## config.mk

```make
export PLATFORM = sky130hd
export DESIGN_NAME = spi_crc_unit
export DESIGN_NICKNAME = d
export VERILOG_FILES = /design/src/rtl/spi_crc_unit.sv
export SDC_FILE = /design/constraint.sdc
export NUM_CORES = 1
export LEC_CHECK = 0
export CAP_MARGIN = 20
export CORE_ASPECT_RATIO = 0.5
export CORE_MARGIN = 2
export CORE_UTILIZATION = 40
export CTS_CLUSTER_SIZE = 30
export DETAILED_ROUTE_END_ITERATION = 8
export PLACE_DENSITY_LB_ADDON = 0.08
export SYNTH_ARGS = -nofsm -noshare
export SYNTH_HDL_FRONTEND = slang
export SYNTH_SLANG_ARGS = --single-unit
```

## constraint.sdc

```tcl
create_clock -name clk -period 1.23 [get_ports clk]
set_input_delay 0.369 -clock clk [delete_from_list [all_inputs] [get_ports clk]]
set_output_delay 0.369 -clock clk [all_outputs]
set_load 0.02 [all_outputs]
```

## src/rtl/spi_crc_unit.sv

```systemverilog
module spi_crc_unit #(
  parameter int W = 8
) (
  input  logic         clk,
  input  logic         rst_n,
  input  logic         crc_en,
  input  logic [W-1:0] poly,
  input  logic         lsb_first,
  input  logic         bit_stb,
  input  logic         tx_bit,
  input  logic         rx_bit,
  input  logic         byte_done,
  input  logic         tx_pending,
  input  logic         crc_next_set,
  input  logic         err_clr,
  output logic [W-1:0] crc_out,
  output logic         crc_phase,
  output logic         crc_next,
  output logic         crc_err,
  output logic [W-1:0] tx_crc,
  output logic [W-1:0] rx_crc
);

  function automatic logic [W-1:0] crc_step(logic [W-1:0] r, logic b, logic [W-1:0] p);
    logic fb;
    fb = r[W-1] ^ b;
    return {r[W-2:0], 1'b0} ^ (fb ? p : '0);
  endfunction

  logic [W-1:0] tx_q, rx_q, sh_q;
  logic         phase_q, next_q, err_q;

  wire [W-1:0] sh_d      = lsb_first ? {rx_bit, sh_q[W-1:1]} : {sh_q[W-2:0], rx_bit};
  wire         upd       = bit_stb && !phase_q;
  wire         phase_go  = byte_done && !phase_q && next_q && !tx_pending;
  wire         phase_end = byte_done && phase_q;
  wire         mismatch  = crc_en && phase_end && (sh_d != rx_q);

  always_ff @(posedge clk or negedge rst_n) begin
    if (!rst_n) begin
      tx_q    <= '0;
      rx_q    <= '0;
      sh_q    <= '0;
      phase_q <= 1'b0;
      next_q  <= 1'b0;
    end else if (!crc_en) begin
      tx_q    <= '0;
      rx_q    <= '0;
      phase_q <= 1'b0;
      next_q  <= 1'b0;
    end else begin
      if (upd) begin
        tx_q <= crc_step(tx_q, tx_bit, poly);
        rx_q <= crc_step(rx_q, rx_bit, poly);
      end
      if (phase_q && bit_stb) sh_q <= sh_d;
      if (phase_go) phase_q <= 1'b1;
      if (phase_end) begin
        phase_q <= 1'b0;
        next_q  <= 1'b0;
      end else if (crc_next_set) begin
        next_q <= 1'b1;
      end
    end
  end

  always_ff @(posedge clk or negedge rst_n) begin
    if (!rst_n)        err_q <= 1'b0;
    else if (mismatch) err_q <= 1'b1;
    else if (err_clr)  err_q <= 1'b0;
  end

  assign crc_out   = tx_q;
  assign tx_crc    = tx_q;
  assign rx_crc    = rx_q;
  assign crc_phase = phase_q;
  assign crc_next  = next_q;
  assign crc_err   = err_q;

endmodule

```

Word level (Yosys, flattened, before mapping). Index checks and enable logic that the tools add are counted.

Equal/unequal tests: 4. Multiplexer cells: 15. Bitwise logic cells: 4. Reductions and logical operators: 12.

Operator list (number): two-way mux 8 bit (7); bitwise XOR 8 bit (2); logical AND 1 bit (8); two-way mux 1 bit (8); inequality test 8 bit (1); inequality test 3 x 1 -> 1 bit, second input constant (2); logical NOT 1 bit (2); inequality test 2 x 1 -> 1 bit, second input constant (1); AND reduction 2 bit (1); nonzero test 2 bit (1); bitwise XOR 1 bit (2).

Bits in registers: 27. Bits of input ports: 19. Output and inout port bits: 27. Logic and storage cells: 41.

Longest topological paths before layout. Gate-level depths: netlist of the first run.

Depth after elaboration: 7. Depth in mapped cells: 6. Mapped depth without buffers: 5.

Worst setup path after synthesis of the first run. OpenSTA, ideal clock, no wires.

Path kind: input-to-reg. Start point: in lsb_first. End point: reg err_q (netlist: crc_err). Library setup time: 0.135 ns. Arrival time: 1.343 ns. Data required time: 1.095 ns. Setup slack: -0.248 ns. Stages on the path: 6. Path buffers: 1. Cell sequence: buf_6 mux2i_1 xor2_1 nand4_1 nor4_1 o22ai_1.

Cells in the longest elaborated chain, start to end: 4. Elaborated cells on any way between the ends: 5.

RTL lines: from (decl) (line 8) `input logic lsb_first,`; two-way mux 8 bit * (line 33) `wire [W-1:0] sh_d = lsb_first ? {rx_bit, sh_q[W-1:1]} : {sh_q[W-2:0], rx_bit};`; inequality test 8 bit * (line 37) `wire mismatch = crc_en && phase_end && (sh_d != rx_q);`; logical AND 1 bit * (line 37); two-way mux 1 bit or nonzero test 2 bit (tied branches); to (signal assigned) (line 68) `if (!rst_n) err_q <= 1'b0;`; to (signal assigned) (line 69) `else if (mismatch) err_q <= 1'b1;`; to (signal assigned) (line 70) `else if (err_clr) err_q <= 1'b0;`; to (decl) (line 31) `logic phase_q, next_q, err_q;`.

Every way passes the cells marked *; elsewhere a longest branch is shown, timed or not. A chain may end at the register's enable or synchronous reset.

Final worst setup path of the first run.
Start point: reg sh_q[2]. End point: reg err_q (netlist: crc_err).

Cells in the longest elaborated chain, start to end: 4. Elaborated cells on any way between the ends: 5.

RTL lines: from (decl) (line 30) `logic [W-1:0] tx_q, rx_q, sh_q;`; from (signal assigned) (line 43) `sh_q <= '0;`; from (signal assigned) (line 56) `if (phase_q && bit_stb) sh_q <= sh_d;`; two-way mux 8 bit * (line 33); inequality test 8 bit * (line 37); logical AND 1 bit * (line 37); two-way mux 1 bit or nonzero test 2 bit (tied branches).

Marked as above.

==> metrics.md, run 1 <==
| Metric | Value |
|---|---|
| Run status | finished with violations |
| Violated checks | negative setup slack |
| Root Driver | clkbuf_8 |
| Maximum net fanout on the critical path | 3 |
| Gate Count Post-Synth | 155 |
| GRT Util Overall | 0.1916 |
| Crit path required time | 1.38 ns |
| Post-synth top flop | dfrtp_1 |
| Slew Limit Fails | 0 |
| Min Tclk post-route | 1.409 ns |
| Critical path type | reg -> reg |
| Synth async-reset ratio | 1.000 |
| R2R cell count | 5 |
| Slew headroom | 0.8114 |
| Reg2reg start | sh_q[2] |
| Total die area | between 4000 and 5000 um2 |
| Clock Path Buffers | 2 |
| Non-Filler Instances | about 280 |
| Leading area contributor after synthesis | dfrtp_1 |
| First-pass GRT wire length | roughly 5800 um |
| Final Worst Setup Slack | -0.1795 ns |
| Avg Inst Size Synth | 9.412 um2 |
| Worst Hold Class | in -> async |
| Initial antenna violation count | 0 |
| Sequential share of the synthesized area | 0.4631 |
| DR vias | 1312 |
| Type of origin of the critical path | flop |
| Core Region | ~3500 um2 |
| Placed wire-length estimate | 2598 um |
| Max-cap viol count | 0 |
| # IOs | 46 |
| Final Hold Fails | 0 |
| Number of global-route vias before repair | 1176 |
| DRT antenna net count | 0 |
| Critical Path Sink Type | flop |
| Layout cells sized above 1 | 0.4000 |
| Yosys warnings | 0 |
| H-tree Lvls | 1 |
| Clock Skew | between 0.009 and 0.01 ns |
| Cells after DPL | ~270 |
| CTS tree | yes |
| Synth cell types | 27 |
| Final setup TNS | -0.7056 ns |
| Post-synthesis cell area | 1459 um2 |
| DR iter-0 viols | around 40 |
| TritonRoute pass-1 iters | 4 |
| Total Wirelength | 3830 um |
| Area growth from synthesis to layout | 64.92% |
| ANT cells | 0 |
| Pin count of the biggest net entering global routing | 28 |
| Top cells by area, synth | dfrtp_1, xor2_1, nand2_1 |
| Pwr dens | 951.3 nW/um2 |
| GRT overflow | 0 |
| Die width | 89.41 um |
| Post-synth EDFFs | 0 |
| Clock Sink Count | 27 |
| Synth cell count leaders | nand2_1, dfrtp_1, o21ai_0 |
| Leakage | 1.099 nW |
| Die H | 46.71 um |
| Worst R2R End | crc_err |
| Clock latency on the worst-skew pair | between 0.2 and 0.3 ns |
| GPL Wtd Cong | 0.7394 |
| Reg2reg setup slack | -0.18 ns |
| Hold slack | 0.4350 ns |
| Initial cell density of the core | 0.4202 |
| Post-synth top area share | 0.4631 |
| Fmax | 709.5 MHz |
| Worst-Margin Slew | 0.2830 ns |
| Port bufs | 45 |
| Crit path DAT | 1.56 ns |
| CTS Buf Count | 3 |
| Final cycle utilization of the critical path | 1.146 |
| Rows | 15 |
| # DRC | 0 |
| Power Total | 2.289 mW |
| Drt via density | 4.754 |
| Final Util | 0.6930 |
| Reg clk slew, reported paths | 0.11 ns |
| Wire length per cell | 13.88 um |
| RSZ-0062 raised after global routing | true |
| Setup violators final | 17 |
| Syn nets | around 170 |
| Most frequent cell after synthesis | nand2_1 |
| Synth Register Bits | 27 |
| VDD IR max | just over 0.0005 V |
| Fin nets | 245 |
==> per-layer routing <==
layer | vias up | global-route usage | share of wire
li1 | 656 | - | -
met1 | 627 | 0.2783 | 0.48
met2 | 29 | 0.2904 | 0.48
met3 | 0 | 0.05018 | 0.039
met4 | 0 | 0.04478 | 0
met5 | - | 0 | 0
==> cell families (layout without fill, tap and decap cells) <==
kind of cell              after synthesis  in the layout  share of synthesized area
and+or+nand+nor                        46             46                     0.1321
muxes                                   9              9                    0.06175
buffers and inverters                  17             85                    0.07032
DFF                                    27             27                     0.4631
AOI/OAI and AO/OA                      33             33                     0.1295
xor gates and xnor gates               23             25                     0.1432
==> layout by cell type (no fill, tap or decap), drive strengths merged <==
cell type and instances:
nand3 5, nand2 36, o211ai 1, clkinvlp 1, dlymetal6s2s 2, a21oi 2
clkdlybuf4s15 1, xor2 22, inv 5, o211a 1, o21a 1, a32o 2
a21boi 1, clkdlybuf4s50 13, nor4bb 1, nand4 1, nor2 1, clkbuf 4
o21ai 24, mux2i 9, and3 1, nor4 1, xnor2 3, o22ai 1
buf 59, dfrtp 27
==> area by class of cell <==
| type | instances | area (um2) |
|---|---|---|
| sequential | 27 | 683.2 |
| tap | 51 | 63.81 |
| inverter | 5 | 18.77 |
| fill | 263 | 1066 |
| clock buffer | 3 | 41.29 |
| timing repair buffer | 76 | 733.2 |
| clock inverter | 1 | 7.507 |
| multi-input combinational | 113 | 858.3 |
==> what timing repair did <==
| item | CTS | global route |
|---|---|---|
| endpoints found under the setup margin | 47 | 43 |
| gates resized for setup | 157 | 49 |
| hold buffers | 0 | 0 |
| cloned | 2 | 0 |
| pin swaps | 13 | 10 |
| buffers inserted | 3 | 2 |
==> critical path: stages, from the launching register on <==
cell     delay (ns)
dfrtp_2        0.46
mux2i_4        0.16
xor2_1         0.17
nand4_1        0.12
nor4_2         0.25
o22ai_1        0.13
==> metrics by stage <==
stage | setup WS, ns | cell area [um2]
final | -0.1795 | 2406
after global routing | -0.3064 | 2406
after CTS | -0.1895 | 2257
after detailed placement | -0.8167 | 2160
after global placement | -0.7875 | 2160
after floorplan | -0.1468 | 1490
==> how the worst max path moves through the flow <==
| stage | startpoint | end | slack, ns | depth (start not counted) |
|---|---|---|---|---|
| floorplan | lsb_first | crc_err | -0.15 | 6 |
| global route | sh_q[5] | crc_err | -0.31 | 5 |
| CTS | sh_q[5] | crc_err | -0.19 | 5 |
| global placement | lsb_first | crc_err | -0.79 | 7 |
| finish | sh_q[2] | crc_err | -0.18 | 5 |
| detailed placement | lsb_first | crc_err | -0.82 | 7 |
==> power breakdown <==
group          internal [mW]  switching, mW
clock                  0.231          0.311
sequential             0.942         0.0634
combinational          0.383          0.358
==> registers in the layout (all words and copies together) (netlist names) <==
name and count:
crc_phase 1, sh_q 8, crc_err 1, crc_out 8, rx_crc 8, crc_next 1
Power figures use the tool's default switching activity.
==> run 2: changes to the inputs <==
==> constraint.sdc (replaced) <==
create_clock -name clk -period 1.1 [get_ports clk]
set_input_delay 0.33 -clock clk [delete_from_list [all_inputs] [get_ports clk]]
set_output_delay 0.33 -clock clk [all_outputs]
set_load 0.02 [all_outputs]
==> run 2 against run 1 <==
Compared with the run above:
- maximum frequency increased by 2.4%
- worst hold slack worse by 0.024 ns
- total power is 15% higher
- combinational power rose by 29%
- critical endpoint unchanged
- via count up 9.8%
- worst setup slack worse by 0.097 ns
- final cell count rose by 5.4%
- die area is the same
- register-to-register slack got worse by 0.097 ns
- global-route usage increased by 1.3 points
- final area grew 9.5%
- the flow still finishes with violations (negative setup slack)
- sequential cell count unchanged
==> metrics.md, run 2 (synthesis results as in run 1) <==
| Metric | Value |
|---|---|
| FILL cells | 234 (-11%) |
| CTS Buf Count | 3 (unchanged) |
| Clock Skew | 0.003333 ns (-0.006562 ns) |
| Register share of total power | 0.424 (-0.015) |
| Setup violators final | 44 (+27) |
| Sw frac | 0.3112 (-0.009057) |
| Wire length per cell | 14.89 um (+7.3%) |
| Max-cap viol count | 0 (unchanged) |
| Clock latency on the worst-skew pair | 0.27 ns (about the same) |
| FF+latch area | 683.2 um2 (unchanged) |
| Clock share of power | 0.214 (-0.023) |
| Hold slack | 0.4105 ns (-0.02447 ns) |
| Multi-input gate area | 889.6 um2 (+3.6%) |
| Maximum net fanout on the critical path | 3 (unchanged) |
| Core Region | 3472 um2 (unchanged) |
| Leakage | 1.203 nW (+9.5%) |
| Area growth from synthesis to layout | 80.53% |
| Pin count of the biggest net entering global routing | 28 (unchanged) |
| Violated checks | negative setup slack |
| Die H | 46.71 um (unchanged) |
| GRT Util Overall | 0.2046 (+0.01303) |
| Final Worst Setup Slack | -0.2764 ns (-0.09694 ns) |
| GPL Wtd Cong | 0.7627 (+3.2%) |
| DRT antenna net count | 0 (unchanged) |
| Run status | finished with violations |
| Fin nets | 260 (+6.1%) |
| Worst-Margin Slew | 0.3705 ns (+0.08756 ns) |
| GRT overflow | 0 (unchanged) |
| Most frequent cells in the layout | buf_6, buf_4, nand2_1 |
| TritonRoute pass-1 iters | 4 (unchanged) |
| Crit path required time | 1.25 ns (-0.13 ns) |
| Initial cell density of the core | 0.4202 (unchanged) |
| Final cycle utilization of the critical path | 1.251 (+0.1054) |
| Critical path type | reg -> reg |
| Slew Limit Fails | 0 (unchanged) |
| CTS tree | yes |
| H-tree Lvls | 1 (unchanged) |
| Port bufs | 45 (unchanged) |
| Reg clk slew, reported paths | 0.09 ns (-0.02 ns) |
| Comb pwr share | 0.363 (+0.039) |
| Layout cells sized above 1 | 0.4583 (+0.05833) |
| Most common cell after layout, fill and taps aside | buf_6 |
| Worst Hold Class | in -> async |
| Final Hold Fails | 0 (unchanged) |
| Clock Path Buffers | 2 (unchanged) |
| Die width | 89.41 um (unchanged) |
| Fmax | 726.5 MHz (+2.4%) |
| Hold-fix buffers, CTS | 0 (unchanged) |
| Placed wire-length estimate | 2776 um (+6.9%) |
| Clock Sink Count | 27 (unchanged) |
| Drt via density | 4.952 (+4.2%) |
| Sw Pwr | 0.8203 mW (+12%) |
| Slew headroom | 0.7530 (-0.05837) |
| VDD IR max | 0.0006204 V (+19%) |
| Cell internal pwr | 1.815 mW (+17%) |
| DR iter-0 viols | 54 (+32%) |
| DR vias | 1441 (+9.8%) |
| Root Driver | clkbuf_8 |
| Initial antenna violation count | 0 (unchanged) |
| RSZ-0062 raised after global routing | true |
| Final Util | 0.7586 (+0.06559) |
| Total Wirelength | 4332 um (+13%) |
| Crit path DAT | 1.53 ns (-0.03 ns) |
| Type of origin of the critical path | flop |
| First-pass GRT wire length | 6285 um (+8.7%) |
| # IOs | 46 (unchanged) |
| Critical Path Sink Type | flop |
| ANT cells | 0 (unchanged) |
| Pwr dens | 1001 nW/um2 (+5.2%) |
| Total die area | 4176 um2 (unchanged) |
| Min Tclk post-route | 1.376 ns (-0.03306 ns) |
| Number of global-route vias before repair | 1398 (+19%) |
| Rows | 15 (unchanged) |
| # DRC | 0 (unchanged) |
| Reg2reg setup slack | -0.28 ns (-0.10 ns) |
-- run 2: worst paths after layout --
path	from	to	cells past startpoint
worst max-delay path	rx_crc[0]	crc_err	5
worst min-delay path	rst_n	sh_q[1]	2
worst max register to register	rx_crc[0]	crc_err	5
worst min register to register	sh_q[0]	sh_q[0]	2
max in group asynchronous	rst_n	sh_q[5]	2
min in group clk	sh_q[0]	sh_q[0]	2
-- run 2: power groups by stage --
stage / registers (mW) / clock network (mW) / logic (mW)
final: 1.12 / 0.563 / 0.956
after global routing: 1.13 / 0.622 / 1.02
after CTS: 1.11 / 0.593 / 0.849
after detailed placement: 1.12 / 0 / 0.761
after global placement: 1.12 / 0 / 0.748
after floorplan: 1.20 / 0 / 0.296
-- run 2: metal layers --
| metal | wire length (um) | vias to the layer above | track usage |
|---|---|---|---|
| li1 | - | 690 | - |
| met1 | 1934 | 719 | 0.2568 |
| met2 | 2193 | 28 | 0.3615 |
| met3 | 176 | 4 | 0.05556 |
| met4 | 29 | 0 | 0.04776 |
| met5 | 0 | - | 0 |
-- run 2: area by class of cell --
type | instances | share of cell area
Sequential cell | 27 | 0.2594
Clock buffer | 4 | 0.01710
Inverter | 5 | 0.009026
Tap cell | 51 | 0.02423
Timing Repair Buffer | 92 | 0.3525
Multi-Input combinational cell | 112 | 0.3378
-- run 2: critical path, cell delays in order (launching register included) --
cell,delay [ns]
dfrtp_2,0.46
mux2i_2,0.16
xor2_1,0.15
o211ai_1,0.12
nor4_2,0.25
o22ai_1,0.11
-- run 2: per-stage QoR --
stage                     total power, mW  cell area, um2  setup slack [ns]  TNS, ns  cells
final                               2.636            2634           -0.2764   -4.642    291
after global routing                2.764            2634           -0.3666   -6.622    291
after CTS                           2.553            2404           -0.3656   -4.653    283
after detailed placement            1.880            2195           -0.9225   -17.64    270
after global placement              1.865            2195           -0.8711   -17.16    270
after floorplan                     1.494            1508           -0.2390   -1.119    155
-- run 2: what timing repair did --
action,in CTS,in global routing
cloned,2,2
pin swaps,20,16
gates resized for setup,181,38
setup buffers,7,6
setup endpoints to repair,53,49
==> run 3: changes to the inputs <==
--- a/config.mk
+++ b/config.mk
@@ -9,8 +9,10 @@
 export CORE_ASPECT_RATIO = 0.5
 export CORE_MARGIN = 2
 export CORE_UTILIZATION = 40
+export CTS_BUF_LIST = sky130_fd_sc_hd__clkbuf_16
 export CTS_CLUSTER_SIZE = 30
 export DETAILED_ROUTE_END_ITERATION = 8
+export HOLD_SLACK_MARGIN = 0.03
 export PLACE_DENSITY_LB_ADDON = 0.08
 export SYNTH_ARGS = -nofsm -noshare
 export SYNTH_HDL_FRONTEND = slang
==> run 3 against run 2 <==
Compared with the run above:
- the flow still finishes with violations (negative setup slack)
- first-iteration DRC count grew 35%
- global-route usage up 0.43 points
- combinational power down 0.8%
==> metrics.md, run 3 (synthesis results as in run 1) <==
| Metric | Value |
|---|---|
| Slowest CP cell | nor4_2 |
| Min Tclk post-route | 1.461 ns (+0.08441 ns) |
| Pwr dens | 1089 nW/um2 (+8.8%) |
| VDD IR max | 0.0006402 V (+3.2%) |
| DR iter-0 viols | 73 (+35%) |
| Critical path type | in -> reg |
| Final cycle utilization of the critical path | 1.328 (+0.07674) |
| Crit-path cells | buf_2 > buf_12 > buf_4 > mux2i_2 > xor2_1 > o211ai_1 > nor4_2 > o22ai_1 |
| Setup violators final | 44 (unchanged) |
| Worst-Margin Slew | 0.3714 ns (+0.0008459 ns) |
| Port bufs | 45 (unchanged) |
| Slew Limit Fails | 0 (unchanged) |
| Final Hold Fails | 0 (unchanged) |
| Run status | finished with violations |
| Number of global-route vias before repair | 1402 (+0.29%) |
| Violated checks | negative setup slack |
| Type of origin of the critical path | input pin |
| First-pass GRT wire length | 6382 um (+1.5%) |
| Initial cell density of the core | 0.4202 (unchanged) |
| Layout cells sized above 1 | 0.4523 (-0.006051) |
| CTS tree | yes |
| Clock Skew | 0.001828 ns (-0.001505 ns) |
| Die H | 46.71 um (unchanged) |
| Initial antenna violation count | 0 (unchanged) |
| Total Wirelength | 4626 um (+6.8%) |
| Root Driver | clkbuf_16 |
| RSZ-0062 raised after global routing | true |
| Core Region | 3472 um2 (unchanged) |
| Clock Path Buffers | 2 (unchanged) |
| Worst Hold Class | in -> async |
| Most frequent cells in the layout | buf_6, buf_4, nand2_1 |
| Hold slack | 0.4263 ns (+0.01575 ns) |
| GRT overflow | 0 (unchanged) |
| Critical Path Sink Type | flop |
| Clock Sink Count | 27 (unchanged) |
| Leakage | 1.224 nW (+1.8%) |
| Clock latency on the worst-skew pair | 0.26 ns (about the same) |
| Max-cap viol count | 0 (unchanged) |
| Area growth from synthesis to layout | 81.30% |
| Die width | 89.41 um (unchanged) |
| # IOs | 46 (unchanged) |
| Fin nets | 261 (+0.38%) |
| H-tree Lvls | 1 (unchanged) |
| Crit path required time | 1.24 ns (about the same) |
| GRT Util Overall | 0.2089 (+0.004278) |
| Drt via density | 5.024 (+1.5%) |
| DRT antenna net count | 0 (unchanged) |
| TritonRoute pass-1 iters | 4 (unchanged) |
| Worst path max stage delay | 0.26 ns (-0.20 ns) |
| CTS Buf Count | 3 (unchanged) |
| Rows | 15 (unchanged) |
| Total die area | 4176 um2 (unchanged) |
| Maximum net fanout on the critical path | 7 (+4) |
| Reg clk slew, reported paths | 0.07 ns (-0.02 ns) |
| ANT cells | 0 (unchanged) |
| GPL Wtd Cong | 0.7627 (unchanged) |
| Placed wire-length estimate | 2776 um (unchanged) |
| Wire length per cell | 15.84 um (+6.4%) |
| Most common cell after layout, fill and taps aside | buf_6 |
| DR vias | 1467 (+1.8%) |
| Final Worst Setup Slack | -0.3608 ns (-0.08441 ns) |
| Fmax | 684.6 MHz (-5.8%) |
| Final setup TNS | -4.144 ns (+0.4986 ns) |
| Crit path DAT | 1.60 ns (+0.07 ns) |
| Slew headroom | 0.7524 (about the same) |
| # DRC | 0 (unchanged) |
| Pin count of the biggest net entering global routing | 28 (unchanged) |
run 3: cell types whose count changed in the layout (fill, tap and decap cells not counted), moves of 2 or more:
cell,delta
clkbuf_8,-3
buf_4,+2
buf_6,+2
clkbuf_16,+2
o21ai_0,+2
o21ai_1,-2
run 3: per-stage QoR:
| step | total power [mW] | instances | cell area, um2 | setup slack [ns] | util |
|---|---|---|---|---|---|
| 2_1_floorplan | 1.494 | 155 | 1508 | -0.2390 | - |
| 3_5_place_dp | 1.880 | 270 | 2195 | -0.9225 | 0.6321 |
| 4_1_cts | 2.807 | 284 | 2447 | -0.3616 | 0.7049 |
| 5_1_grt | 3.008 | 292 | 2645 | -0.4545 | 0.7618 |
| 3_3_place_gp | 1.865 | 270 | 2195 | -0.8711 | 0.6321 |
| 6_report | 2.881 | 292 | 2645 | -0.3608 | 0.7618 |
run 3: cell type report:
type / instances / area (um2)
multi-input combinational: 112 / 880.8
timing repair buffer: 93 / 915.9
sequential: 27 / 681.9
tap: 51 / 63.81
clock inverter: 1 / 3.754
inverter: 5 / 23.77
clock buffer: 3 / 75.07
fill: 229 / 827.0
run 3: path summary, 6_finish.rpt:
check                      cells past startpoint      start  slack (ns)         end
setup reg to reg                               5  rx_crc[7]       -0.34     crc_err
setup / recovery                               8  lsb_first       -0.36     crc_err
hold reg to reg                                2    sh_q[0]        0.54     sh_q[0]
hold / removal                                 2      rst_n        0.43     sh_q[7]
min in group clk                               2    sh_q[0]        0.54     sh_q[0]
max in group asynchronous                      2      rst_n        0.50  crc_out[7]
run 3: repair_timing:
action / in CTS / in global routing
resized for setup: 184 / 35
setup buffers: 9 / 7
hold buffers: 0 / 0
gates cloned: 2 / 1
hold endpoints to repair: 0 / 0
pin swaps: 20 / 19
endpoints found under the setup margin: 52 / 51
run 3: critical path, delay by kind of cell:
kind / cells / cell delay (ns)
xor+xnor: 1 / 0.20
mux: 1 / 0.20
compound gates: 2 / 0.23
buf+inv: 3 / 0.39
simple gates: 1 / 0.26
run 3: power breakdown:
part           internal (mW)  total (mW)  switching, mW
clock network          0.487       0.814          0.327
registers               1.06        1.12         0.0634
logic                  0.492       0.948          0.457
run 3: per-layer routing:
metal	vias to the layer above	GRT usage	wire length, um
li1	692	-	-
met1	729	0.2590	1985
met2	38	0.3837	2325
met3	8	0.05018	260
met4	0	0.03881	55
met5	-	0	0
